`config.mk`:
```
export PLATFORM = sky130hd
export DESIGN_NAME = wdt_indexed
export DESIGN_NICKNAME = d
export VERILOG_FILES = /design/src/rtl/wdt_pkg.sv /design/src/rtl/wdt_regs.sv /design/src/rtl/wdt_count.sv /design/src/rtl/wdt_outs.sv /design/src/rtl/wdt_indexed.sv
export SDC_FILE = /design/constraint.sdc
export NUM_CORES = 1
export LEC_CHECK = 0
export BUFFER_PORTS_ARGS = -buffer_cell sky130_fd_sc_hd__buf_2
export CAP_MARGIN = 5
export CORE_UTILIZATION = 52
export DETAILED_ROUTE_END_ITERATION = 8
export PLACE_DENSITY = 0.79
export SETUP_SLACK_MARGIN = 0.5
export SLEW_MARGIN = 20
export SYNTH_ARGS = -nofsm -noshare
export SYNTH_HDL_FRONTEND = slang
export SYNTH_SLANG_ARGS = --single-unit
```
`constraint.sdc`:
```
create_clock -name clk -period 5.9 [get_ports clk]
set_input_delay 0.295 -clock clk [delete_from_list [all_inputs] [get_ports clk]]
set_output_delay 0.295 -clock clk [all_outputs]
set_load 0.02 [all_outputs]
```
`src/rtl/wdt_pkg.sv`:
```
package wdt_pkg;

  // Register indices seen through the data port
  localparam logic [7:0] IDX_CTRL = 8'h37;
  localparam logic [7:0] IDX_SEL  = 8'h38;
  localparam logic [7:0] IDX_TMO0 = 8'h39;
  localparam logic [7:0] IDX_CTL1 = 8'h3C;

  localparam int EN_BIT    = 6;
  localparam int RLD_BIT   = 6;
  localparam int FIRED_BIT = 7;

  localparam logic [3:0] SEL_NMI = 4'hC;
  localparam logic [3:0] SEL_RST = 4'hD;

  typedef enum logic [1:0] {
    ACT_NONE = 2'd0,
    ACT_NMI  = 2'd1,
    ACT_RST  = 2'd2
  } expiry_act_e;

  function automatic expiry_act_e decode_sel(input logic [3:0] nib);
    case (nib)
      SEL_NMI: return ACT_NMI;
      SEL_RST: return ACT_RST;
      default: return ACT_NONE;
    endcase
  endfunction

endpackage

```
`src/rtl/wdt_regs.sv`:
```
module wdt_regs
  import wdt_pkg::*;
#(
  parameter int TMO_W = 24
) (
  input  logic             clk,
  input  logic             rst_n,
  input  logic             bus_wr,
  input  logic             bus_addr,
  input  logic [7:0]       bus_wdata,
  output logic [7:0]       bus_rdata,
  input  logic             expire_i,
  output logic             ctrl_en_o,
  output logic [3:0]       sel_nib_o,
  output logic [TMO_W-1:0] tmo_o,
  output logic             load_o,
  output logic             fired_o
);

  localparam int NB = TMO_W / 8;

  logic [7:0] idx_q, ctrl_q, sel_q;
  logic [5:0] ctl1_lo_q;
  logic       fired_q;
  logic [7:0] tmo_b [NB];
  logic       wr_data;

  assign wr_data = bus_wr && bus_addr;

  always_ff @(posedge clk) begin
    if (!rst_n) begin
      idx_q     <= '0;
      ctrl_q    <= '0;
      sel_q     <= '0;
      ctl1_lo_q <= '0;
      fired_q   <= 1'b0;
    end else begin
      if (bus_wr && !bus_addr)             idx_q     <= bus_wdata;
      if (wr_data && idx_q == IDX_CTRL)    ctrl_q    <= bus_wdata;
      if (wr_data && idx_q == IDX_SEL)     sel_q     <= bus_wdata;
      if (wr_data && idx_q == IDX_CTL1)    ctl1_lo_q <= bus_wdata[5:0];
      // expiry wins over a clearing write in the same clock
      if (expire_i)
        fired_q <= 1'b1;
      else if (wr_data && idx_q == IDX_CTL1 && !bus_wdata[FIRED_BIT])
        fired_q <= 1'b0;
    end
  end

  for (genvar b = 0; b < NB; b++) begin : g_tmo
    always_ff @(posedge clk) begin
      if (!rst_n)
        tmo_b[b] <= '0;
      else if (wr_data && idx_q == IDX_TMO0 + 8'(b))
        tmo_b[b] <= bus_wdata;
    end
    assign tmo_o[b*8 +: 8] = tmo_b[b];
  end

  // enable rising through a write, or the reload strobe
  assign load_o = wr_data &&
                  ((idx_q == IDX_CTRL && bus_wdata[EN_BIT] && !ctrl_q[EN_BIT]) ||
                   (idx_q == IDX_CTL1 && bus_wdata[RLD_BIT]));

  always_comb begin
    bus_rdata = 8'h00;
    if (!bus_addr) begin
      bus_rdata = idx_q;
    end else begin
      if (idx_q == IDX_CTRL) bus_rdata = ctrl_q;
      if (idx_q == IDX_SEL)  bus_rdata = sel_q;
      if (idx_q == IDX_CTL1) bus_rdata = {fired_q, 1'b0, ctl1_lo_q};
      for (int b = 0; b < NB; b++)
        if (idx_q == IDX_TMO0 + 8'(b)) bus_rdata = tmo_b[b];
    end
  end

  assign ctrl_en_o = ctrl_q[EN_BIT];
  assign sel_nib_o = sel_q[7:4];
  assign fired_o   = fired_q;

endmodule

```
`src/rtl/wdt_count.sv`:
```
module wdt_count #(
  parameter int TMO_W = 24
) (
  input  logic             clk,
  input  logic             rst_n,
  input  logic             tick,
  input  logic             en,
  input  logic             load,
  input  logic [TMO_W-1:0] tmo,
  output logic             expire_o,
  output logic [TMO_W-1:0] cnt_o
);

  logic [TMO_W-1:0] cnt_q;

  function automatic logic [TMO_W-1:0] step(input logic [TMO_W-1:0] cur,
                                            input logic [TMO_W-1:0] top);
    return (cur == '0) ? top : cur - TMO_W'(1);
  endfunction

  assign expire_o = en && tick && !load && cnt_q == '0;

  always_ff @(posedge clk) begin
    if (!rst_n)
      cnt_q <= '0;
    else if (load)
      cnt_q <= tmo;
    else if (en && tick)
      cnt_q <= step(cnt_q, tmo);
  end

  assign cnt_o = cnt_q;

endmodule

```
`src/rtl/wdt_outs.sv`:
```
module wdt_outs
  import wdt_pkg::*;
#(
  parameter int RST_HOLD = 4
) (
  input  logic       clk,
  input  logic       rst_n,
  input  logic       expire,
  input  logic [3:0] sel_nib,
  output logic       nmi_o,
  output logic       sysrst_o
);

  localparam int HOLD_W = $clog2(RST_HOLD + 1);

  expiry_act_e     act;
  logic            nmi_q;
  logic [HOLD_W-1:0] hold_q;

  assign act = decode_sel(sel_nib);

  always_ff @(posedge clk) begin
    if (!rst_n) begin
      nmi_q  <= 1'b0;
      hold_q <= '0;
    end else begin
      nmi_q <= expire && act == ACT_NMI;
      if (expire && act == ACT_RST)
        hold_q <= HOLD_W'(RST_HOLD);
      else if (hold_q != '0)
        hold_q <= hold_q - HOLD_W'(1);
    end
  end

  assign nmi_o    = nmi_q;
  assign sysrst_o = hold_q != '0;

endmodule

```
`src/rtl/wdt_indexed.sv`:
```
module wdt_indexed #(
  parameter int TMO_W    = 24,
  parameter int RST_HOLD = 4
) (
  input  logic       clk,
  input  logic       rst_n,
  input  logic       tick_i,
  input  logic       bus_wr_i,
  input  logic       bus_addr_i,
  input  logic [7:0] bus_wdata_i,
  output logic [7:0] bus_rdata_o,
  output logic       nmi_o,
  output logic       sysrst_o
);

  logic             ctrl_en;
  logic [3:0]       sel_nib;
  logic [TMO_W-1:0] tmo_val;
  logic             load_evt;
  logic             expire_evt;
  logic [TMO_W-1:0] cnt_val;
  logic             fired;

  wdt_regs #(.TMO_W(TMO_W)) u_regs (
    .clk       (clk),
    .rst_n     (rst_n),
    .bus_wr    (bus_wr_i),
    .bus_addr  (bus_addr_i),
    .bus_wdata (bus_wdata_i),
    .bus_rdata (bus_rdata_o),
    .expire_i  (expire_evt),
    .ctrl_en_o (ctrl_en),
    .sel_nib_o (sel_nib),
    .tmo_o     (tmo_val),
    .load_o    (load_evt),
    .fired_o   (fired)
  );

  wdt_count #(.TMO_W(TMO_W)) u_count (
    .clk      (clk),
    .rst_n    (rst_n),
    .tick     (tick_i),
    .en       (ctrl_en),
    .load     (load_evt),
    .tmo      (tmo_val),
    .expire_o (expire_evt),
    .cnt_o    (cnt_val)
  );

  wdt_outs #(.RST_HOLD(RST_HOLD)) u_outs (
    .clk      (clk),
    .rst_n    (rst_n),
    .expire   (expire_evt),
    .sel_nib  (sel_nib),
    .nmi_o    (nmi_o),
    .sysrst_o (sysrst_o)
  );

endmodule

```
* After elaboration in Yosys (flattened, before gate mapping) *
Memory sizes are Yosys's and may differ from the RTL's.
Cells that the tools add are included.

word-level totals
  register bits after elaboration = 59
  latch bits = 0
  memory bits (writable) = 24
  ROM bits = 0
  output and inout bits = 10
  logic and storage cells = 83
  memories = 1

operators by class
  $add $sub $neg = 2
  multipliers = 0
  divide/modulo/power cells = 0
  $lt $le $gt $ge = 0
  equality and inequality tests = 10
  shift-type cells = 0
  mux-type cells = 28
  bitwise logic cells = 4
  reductions and logical operators = 29

memories
  memory        words  width  read ports  clocked after Yosys merged registers in  wr ports  line            text
  u_regs.tmo_b  3      8      3           0                                        3         wdt_regs.sv:25  logic [7:0] tmo_b [NB];

operators by type and width
  kind                   number
  $mux 8                 10
  $mux 24                3
  $eq 8x6->1 const B     6
  $logic_not 24->1       1
  $sub 24x1->24 const B  1
  $logic_and 1x1->1      18
  $mux 1                 12
  $eq 4x4->1 const B     2
  $mux 3                 2
  $reduce_bool 2->1      3
  $logic_not 1->1        4
  $pmux 2 s2             1
  $or 1x1->1             3
  $reduce_bool 3->1      1
  $sub 3x1->3 const B    1
  $eq 2x1->1 const B     1
  $eq 2x2->1 const B     1
  $reduce_or 2->1        1
  $logic_or 1x1->1       1
  $not 1->1              1

* Depth between registers and ports, before layout *
Gate-level depths: netlist of run 1.

  depth in word-level cells = 10
  gate-level depth with buffers = 8
  mapped depth without buffers = 7

* Modules after synthesis *
A second synthesis of run 1 with hierarchy kept.

second synthesis, totals
  cell total of the unflattened synthesis = 500
  area, all modules = 4581.9 um^2

by module, submodules not included
  module     instances  cells an instance  area an instance (um^2)  seq. area each (um^2)
  wdt_regs   1          260                2797.7                   1341.3
  wdt_count  1          217                1574.0                   480.5
  wdt_outs   1          23                 210.2                    80.1

* Least setup slack after synthesis of run 1 *
Ideal clock, no wire load.

  path type = flip-flop to output port
  from = register u_regs.idx_q[7]
  to = output bus_rdata_o[5]
  data arrival time = 1984 ps
  required time = 5605 ps
  path slack = 3621 ps
  stages on the path, launching flop included = 6
  buffers on the path = 1
  path through = dfxtp_1 nand4bb_1 nor4_1 clkbuf_1 a221oi_1 o22ai_1

between the ends
  longest elaborated chain between the ends = 8

RTL lines
  item                    line               text
  from (decl)             wdt_regs.sv:22     logic [7:0] idx_q, ctrl_q, sel_q;
  from (signal assigned)  wdt_regs.sv:38     if (bus_wr && !bus_addr) idx_q <= bus_wdata;
  $eq 8x6->1              wdt_regs.sv:70     if (idx_q == IDX_CTRL) bus_rdata = ctrl_q;
  $mux 8                  wdt_regs.sv:70
  $mux 8                  wdt_regs.sv:71     if (idx_q == IDX_SEL) bus_rdata = sel_q;
  $mux 8                  wdt_regs.sv:72     if (idx_q == IDX_CTL1) bus_rdata = {fired_q, 1'b0, ctl1_lo_q};
  $mux 8 (2 in a row)     wdt_regs.sv:74     if (idx_q == IDX_TMO0 + 8'(b)) bus_rdata = tmo_b[b];
  $mux 8 (*)              wdt_regs.sv:74
  $mux 8 (*)              wdt_regs.sv:67     if (!bus_addr) begin
  to (decl)               wdt_indexed.sv:11  output logic [7:0] bus_rdata_o,

Mark *: on every way between the ends. The rest lies on a longest branch, timed or not.

* Worst setup path after layout of run 1 *
  from = register u_regs.idx_q[1]
  to = output bus_rdata_o[7]

Same word-level chain as after synthesis.

==> results of run 1 <==
==> worst max-delay path: stages, from the launching register on <==
cell      delay, ns
dfxtp_1        0.57
or3b_4         0.53
nor3_2         0.61
a222oi_1       0.26
o221ai_1       0.23
o21ai_0        0.11
buf_2          0.17
==> worst paths after layout <==
path / end / cells past startpoint
hold / removal: u_regs.ctl1_lo_q[0]$_SDFFE_PN0P_ / 3
hold reg to reg: u_regs.ctl1_lo_q[0]$_SDFFE_PN0P_ / 2
setup reg to reg: u_count.cnt_o[10]$_SDFFE_PN0P_ / 5
setup / recovery: bus_rdata_o[7] / 6
==> final cells by class <==
class | count | area, sq um
Clock buffer | 10 | 138
Clock inverter | 6 | 47.5
Fill cell | 742 | 3420
Inverter | 23 | 86.3
Multi-Input combinational cell | 386 | 2400
Sequential cell | 83 | 1900
Tap cell | 105 | 131
Timing Repair Buffer | 26 | 140
==> power groups by stage <==
stage                     clock network [mW]  registers [mW]  logic (mW)
final                                  0.397           0.615       0.102
after detailed placement                   0           0.627       0.100
after global placement                     0           0.626      0.0964
after global routing                   0.431           0.616       0.112
after floorplan                            0           0.618      0.0731
after CTS                              0.402           0.614       0.101
==> Yosys cell counts, drive strengths merged (4+ instances only) <==
master	count	area (sq um)
o21ai	24	120
ha	5	62.6
o22ai	18	113
nor4	11	81.3
nand3	25	125
mux2	7	78.8
o211ai	7	52.6
a21oi	39	195
and4b	4	40.0
nand4	12	75.1
nor2	48	180
nor3	16	90.1
inv	23	86.3
a211o	5	43.8
clkbuf	23	86.3
mux2i	15	150
dfxtp	59	1180
edfxtp	24	721
and2	30	188
nand2	50	188
or4	4	30.0
a221oi	5	43.8
buf	5	23.8
and3	6	37.5
nand2b	4	25.0
==> per-layer routing <==
| metal | GRT usage, % | wire length [um] |
|---|---|---|
| met5 | 0 | 0 |
| met4 | 12.5 | 378 |
| met3 | 7.17 | 1330 |
| met2 | 47.8 | 5880 |
| met1 | 39.3 | 5050 |
==> sequential cells by signal, summed over array words and instances (netlist names) <==
register          flops
u_outs.hold_q         3
u_regs.ctrl_q         8
u_regs.idx_q          8
u_regs.sel_q          8
u_regs.fired_o        1
u_outs.nmi_o          1
u_regs.ctl1_lo_q      6
u_regs.tmo_b         24
u_count.cnt_o        24
==> cell families after synthesis <==
group	after synthesis	synth area share, %
DFF	83	42.5
muxes	22	5.12
AOI/OAI and AO/OA	129	19.1
adders and majority gates	5	1.40
xor gates and xnor gates	1	0.196
and+or+nand+nor	229	27.3
buffers and inverters	51	4.39
==> stage by stage <==
stage	area (sq um)	utilization (%)	power (mW)
after floorplan	4470	-	0.692
after global placement	4640	56.2	0.722
after detailed placement	4650	56.3	0.727
after CTS	4830	58.5	1.12
after global routing	4840	58.6	1.16
final	4840	58.6	1.11
==> impl_metrics.csv, run 1 <==
group,metric,value,unit
clocking,cts_tree,"done",
power_and_ir_drop,power.internal,0.802,mW
finish,antenna_cells,0,
finish,final_nets,547,
clocking,clk_pin_slew_worst_paths,0.10,ns
sta,whs,0.253,ns
sta,max_clock_freq,318,MHz
synthesis,syn_inst,520,
setup_path,path_class,"flop to output pin",
clocking,h-tree-depth,3,
routing,ant_nets,0,
synthesis,synth_area,0.00447,sq mm
die,rows,33,
sta,drv_slew,0,
routing,drtIter0Drc,474,
power_and_ir_drop,p_seq_share,55.2,%
clocking,post_cts_resized,0,
synthesis,synth_cell_types,64,
finish,stdcell_count,639,
sta,min_period,3.14,ns
clocking,cts_hold_buf,0,
setup_path,endpoint_kind,"output pin",
routing,routedWlPerCell,19.8,um
setup_path,cp_max_fo,23,
synthesis,synth_flop_cell,"dfxtp_1",
placed_design,dp_hpwl,8.92,mm
setup_path,r2r-start,"u_regs.idx_q[1]$_SDFFE_PN0P_",
sta,maxSlewHeadroom,24.8,%
placed_design,portBuffers,22,
finish,final_common_cell,"dfxtp_1",
global_routing,overflow,0,
min_path,hp-class,"input port to flop",
finish,drive_above_1_share,11.8,%
synthesis,yosysSeqAreaShare,42.5,%
sta,tightest_slew,1.12,ns
setup_path,crit_start,"u_regs.idx_q[1]$_SDFFE_PN0P_",
run_status,status,"complete, no violations",
power_and_ir_drop,pwr_density_cell,230,mW/mm^2
global_routing,grt_pass1_vias,3795,
sta,finalCritPeriodShare,53.2,%
sta,setup_tns,0,ns
power_and_ir_drop,p_comb_share,9.1,%
clocking,cts_buffers,9,
sta,fin_skew,0.0100,ns
synthesis,synthArstFlopShare,0,%
setup_path,cp.arrival,2.84,ns
global_routing,track_usage,30.2,%
power_and_ir_drop,p_sw,0.312,mW
run,maxCapViolCount,0,
clocking,clk_latency,0.37,ns
sta,rsz0062_at_grt,"false",
power_and_ir_drop,pwr-share-clk,35.7,%
min_path,min_from,"bus_wdata_i[0]",
sta,finalSetupViolCount,0,
placed_design,gp_congestion,0.988,
routing,first_pass_iters,7,
synthesis,ys_warn_count,0,
synthesis,synth_edf_count,24,
clocking,clkSinkCount,83,
synthesis,avgSynthCellArea,8.60,sq um
routing,via_per_inst,6.51,
die,die_x,94.8,um
sta,fin_ws,2.76,ns
die,dieHeight,94.8,um
sta,final-hold-violation-count,0,
power_and_ir_drop,irDropWorstVdd,0.000105,V
placed_design,dp_cells,623,
setup_path,rrSetupSlack,3.09,ns
routing,finalWirelength,12.6,mm
setup_path,cp-start-kind,"flop",
die,dieArea,0.00898,sq mm
power_and_ir_drop,p_leak,1.92,nW
setup_path,required,5.61,ns
power_and_ir_drop,switching_share,28.0,%
placed_design,pre_cts_ws,2.99,ns
synthesis,syn-num-nets,538,
clocking,cts-root-buf,"clkbuf_8",
global_routing,grt_pass1_wl,20.2,mm
finish,syn_to_final_growth,8.22,%
die,ios,23,
die,start_util,54.2,%
global_routing,antenna_found_initial,0,
clocking,post_cts_buffers,0,
finish,final_cell_mix,"dfxtp_1, nand2_1, nor2_1, a21oi_1, and2_1",
global_routing,grt_max_degree,43,
synthesis,synth_seq_cells,83,
clocking,clock_tree.buffer_depth,2,
routing,vias,4161,
die,fp.coreArea,0.00826,sq mm
routing,route.detailed.drc,0,
No activity file was read; power rests on OpenSTA's default activity.
==> inputs of run 2 (changes only) <==
==> constraint.sdc (replaced) <==
create_clock -name clk -period 3 [get_ports clk]
set_input_delay 0.15 -clock clk [delete_from_list [all_inputs] [get_ports clk]]
set_output_delay 0.15 -clock clk [all_outputs]
set_load 0.02 [all_outputs]
==> run 2 against run 1 <==
Core utilization rose by 1.9 points. Final cell count rose by 2.5%. Global-route usage fell by 0.32 points. Register-to-register slack got worse by 2.5 ns. First-iteration DRC count rose by 14%. Largest power group unchanged.
==> impl_metrics.csv, run 2 (synthesis gave the netlist of run 1 again) <==
group,metric,value,unit
clocking,clkSinkCount,83,
sta,finalCritPeriodShare,81.2,%
finish,syn_to_final_growth,11.8,%
finish,final_common_cell,"dfxtp_1",
finish,final_nets,563,
finish,antenna_cells,0,
global_routing,overflow,0,
sta,final-hold-violation-count,0,
placed_design,portBuffers,22,
global_routing,track_usage,29.8,%
sta,maxSlewHeadroom,38.0,%
power_and_ir_drop,pwr_density_cell,434,mW/mm^2
die,ios,23,
sta,min_period,2.44,ns
sta,tightest_slew,0.927,ns
routing,vias,4261,
routing,first_pass_iters,6,
power_and_ir_drop,p_comb_share,9.7,%
clocking,cts-root-buf,"clkbuf_8",
routing,ant_nets,0,
finish,nFillCells,719,
power_and_ir_drop,irDropWorstVdd,0.000298,V
clocking,cts_hold_buf,0,
placed_design,gp_congestion,0.979,
setup_path,cp.arrival,2.29,ns
sta,max_clock_freq,411,MHz
die,start_util,54.2,%
die,rows,33,
sta,rsz0062_at_grt,"true",
placed_design,dp_hpwl,9.09,mm
setup_path,cp_max_fo,7,
setup_path,crit_path_top_delay_cell,"dfxtp_1",
clocking,cts_buffers,9,
routing,route.detailed.drc,0,
setup_path,required,2.85,ns
finish,stdcell_count,655,
global_routing,antenna_found_initial,0,
sta,setup_tns,0,ns
die,dieArea,0.00898,sq mm
clocking,clk_pin_slew_worst_paths,0.09,ns
sta,fin_skew,0.0106,ns
setup_path,crit_chain,"nor4bb_1 -> buf_4 -> o211ai_1 -> a222oi_1 -> o221ai_1 -> o21ai_0 -> buf_2",
setup_path,cp-start-kind,"flop",
power_and_ir_drop,power.internal,1.58,mW
finish,final_core_util,60.6,%
die,fp.coreArea,0.00826,sq mm
placed_design,dp_cells,636,
global_routing,grt_pass1_vias,3777,
power_and_ir_drop,p_sw,0.590,mW
routing,routedWlPerCell,19.5,um
setup_path,cp_num_buf_inv,2,
power_and_ir_drop,p_leak,2.02,nW
setup_path,path_class,"flop to output pin",
power_and_ir_drop,switching_share,27.1,%
die,dieHeight,94.8,um
routing,finalWirelength,12.8,mm
global_routing,grt_pass1_wl,19.9,mm
sta,finalSetupViolCount,0,
clocking,clock_tree.buffer_depth,2,
sta,drv_slew,0,
power_and_ir_drop,power,2.17,mW
run_status,status,"complete, no violations",
sta,whs,0.128,ns
finish,final_cell_mix,"dfxtp_1, nand2_1, nor2_1, a21oi_1, and2_1",
clocking,clk_latency,0.36,ns
clocking,cts_tree,"done",
min_path,hp-class,"input port to flop",
power_and_ir_drop,pwr-share-clk,34.7,%
setup_path,endpoint_kind,"output pin",
clocking,h-tree-depth,3,
routing,via_per_inst,6.51,
power_and_ir_drop,p_seq_share,55.6,%
setup_path,cpLargestDelayFamily,"compound AO/OA/AOI/OAI gates",
setup_path,max_stage_delay,0.41,ns
global_routing,grt_max_degree,43,
routing,drtIter0Drc,539,
finish,drive_above_1_share,15.3,%
run,maxCapViolCount,0,
die,die_x,94.8,um
-- run 2: cell types whose count changed in the layout (fill, tap and decap cells not counted), sizes merged --
cell    before  now
clkinv       3    1
buf         26   42
clkbuf      10   12
-- run 2: what timing repair did --
action                                  in CTS  in global routing
pin swaps                                    0                  2
setup buffers                                0                  3
gates resized for setup                      5                  8
endpoints found under the setup margin      12                 18
-- run 2: cell type report --
| class | instances | area [sq um] | share of cell area [%] |
|---|---|---|---|
| repair buffers | 42 | 260 | 5.20 |
| flip-flops and latches | 83 | 1910 | 38.1 |
| clock inverters | 4 | 33.8 | 0.676 |
| clock buffers | 12 | 145 | 2.90 |
| well taps | 105 | 131 | 2.63 |
| multi-input cells | 386 | 2440 | 48.7 |
| inverters | 23 | 86.3 | 1.73 |
-- run 2: power by group through the flow --
| stage | clock (mW) | sequential, mW | combinational, mW |
|---|---|---|---|
| after floorplan | 0 | 1.22 | 0.144 |
| after global placement | 0 | 1.23 | 0.198 |
| after detailed placement | 0 | 1.23 | 0.206 |
| after CTS | 0.760 | 1.21 | 0.208 |
| after global routing | 0.802 | 1.21 | 0.229 |
| final | 0.754 | 1.21 | 0.211 |
-- run 2: path summary, 6_finish.rpt --
| check | from | endpoint | slack (ns) | cells after the start |
|---|---|---|---|---|
| worst min register to register | u_regs.ctrl_q[5]$_SDFFE_PN0P_ | u_regs.ctrl_q[5]$_SDFFE_PN0P_ | 0.46 | 2 |
| worst min-delay path | bus_wdata_i[5] | u_regs.ctrl_q[5]$_SDFFE_PN0P_ | 0.13 | 3 |
| worst max register to register | u_regs.idx_q[3]$_SDFFE_PN0P_ | u_count.cnt_o[5]$_SDFFE_PN0P_ | 0.63 | 6 |
| worst max-delay path | u_regs.idx_q[4]$_SDFFE_PN0P_ | bus_rdata_o[7] | 0.56 | 7 |
-- run 2: worst register-to-register path: cells and delay by family (launching register included) --
| kind | cells | cell delay [ns] |
|---|---|---|
| simple gates | 1 | 0.46 |
| buf+inv | 1 | 0.25 |
| mux | 1 | 0.36 |
| compound gates | 3 | 0.75 |
| flops | 1 | 0.47 |
-- run 2: metrics by stage --
stage	setup WS (ns)	area (sq um)
4_1_cts	0.510	4940
3_3_place_gp	0.414	4740
2_1_floorplan	0.750	4470
5_1_grt	0.469	5000
3_5_place_dp	0.415	4740
6_report	0.564	5000
-- run 2: layer usage --
| metal | global-route usage, % | wire [um] | part of all wire [%] |
|---|---|---|---|
| met2 | 48.3 | 5940 | 47 |
| met1 | 40.0 | 5300 | 42 |
| met5 | 0 | 0 | 0 |
| met4 | 11.2 | 336 | 2.6 |
| met3 | 4.67 | 1180 | 9.3 |
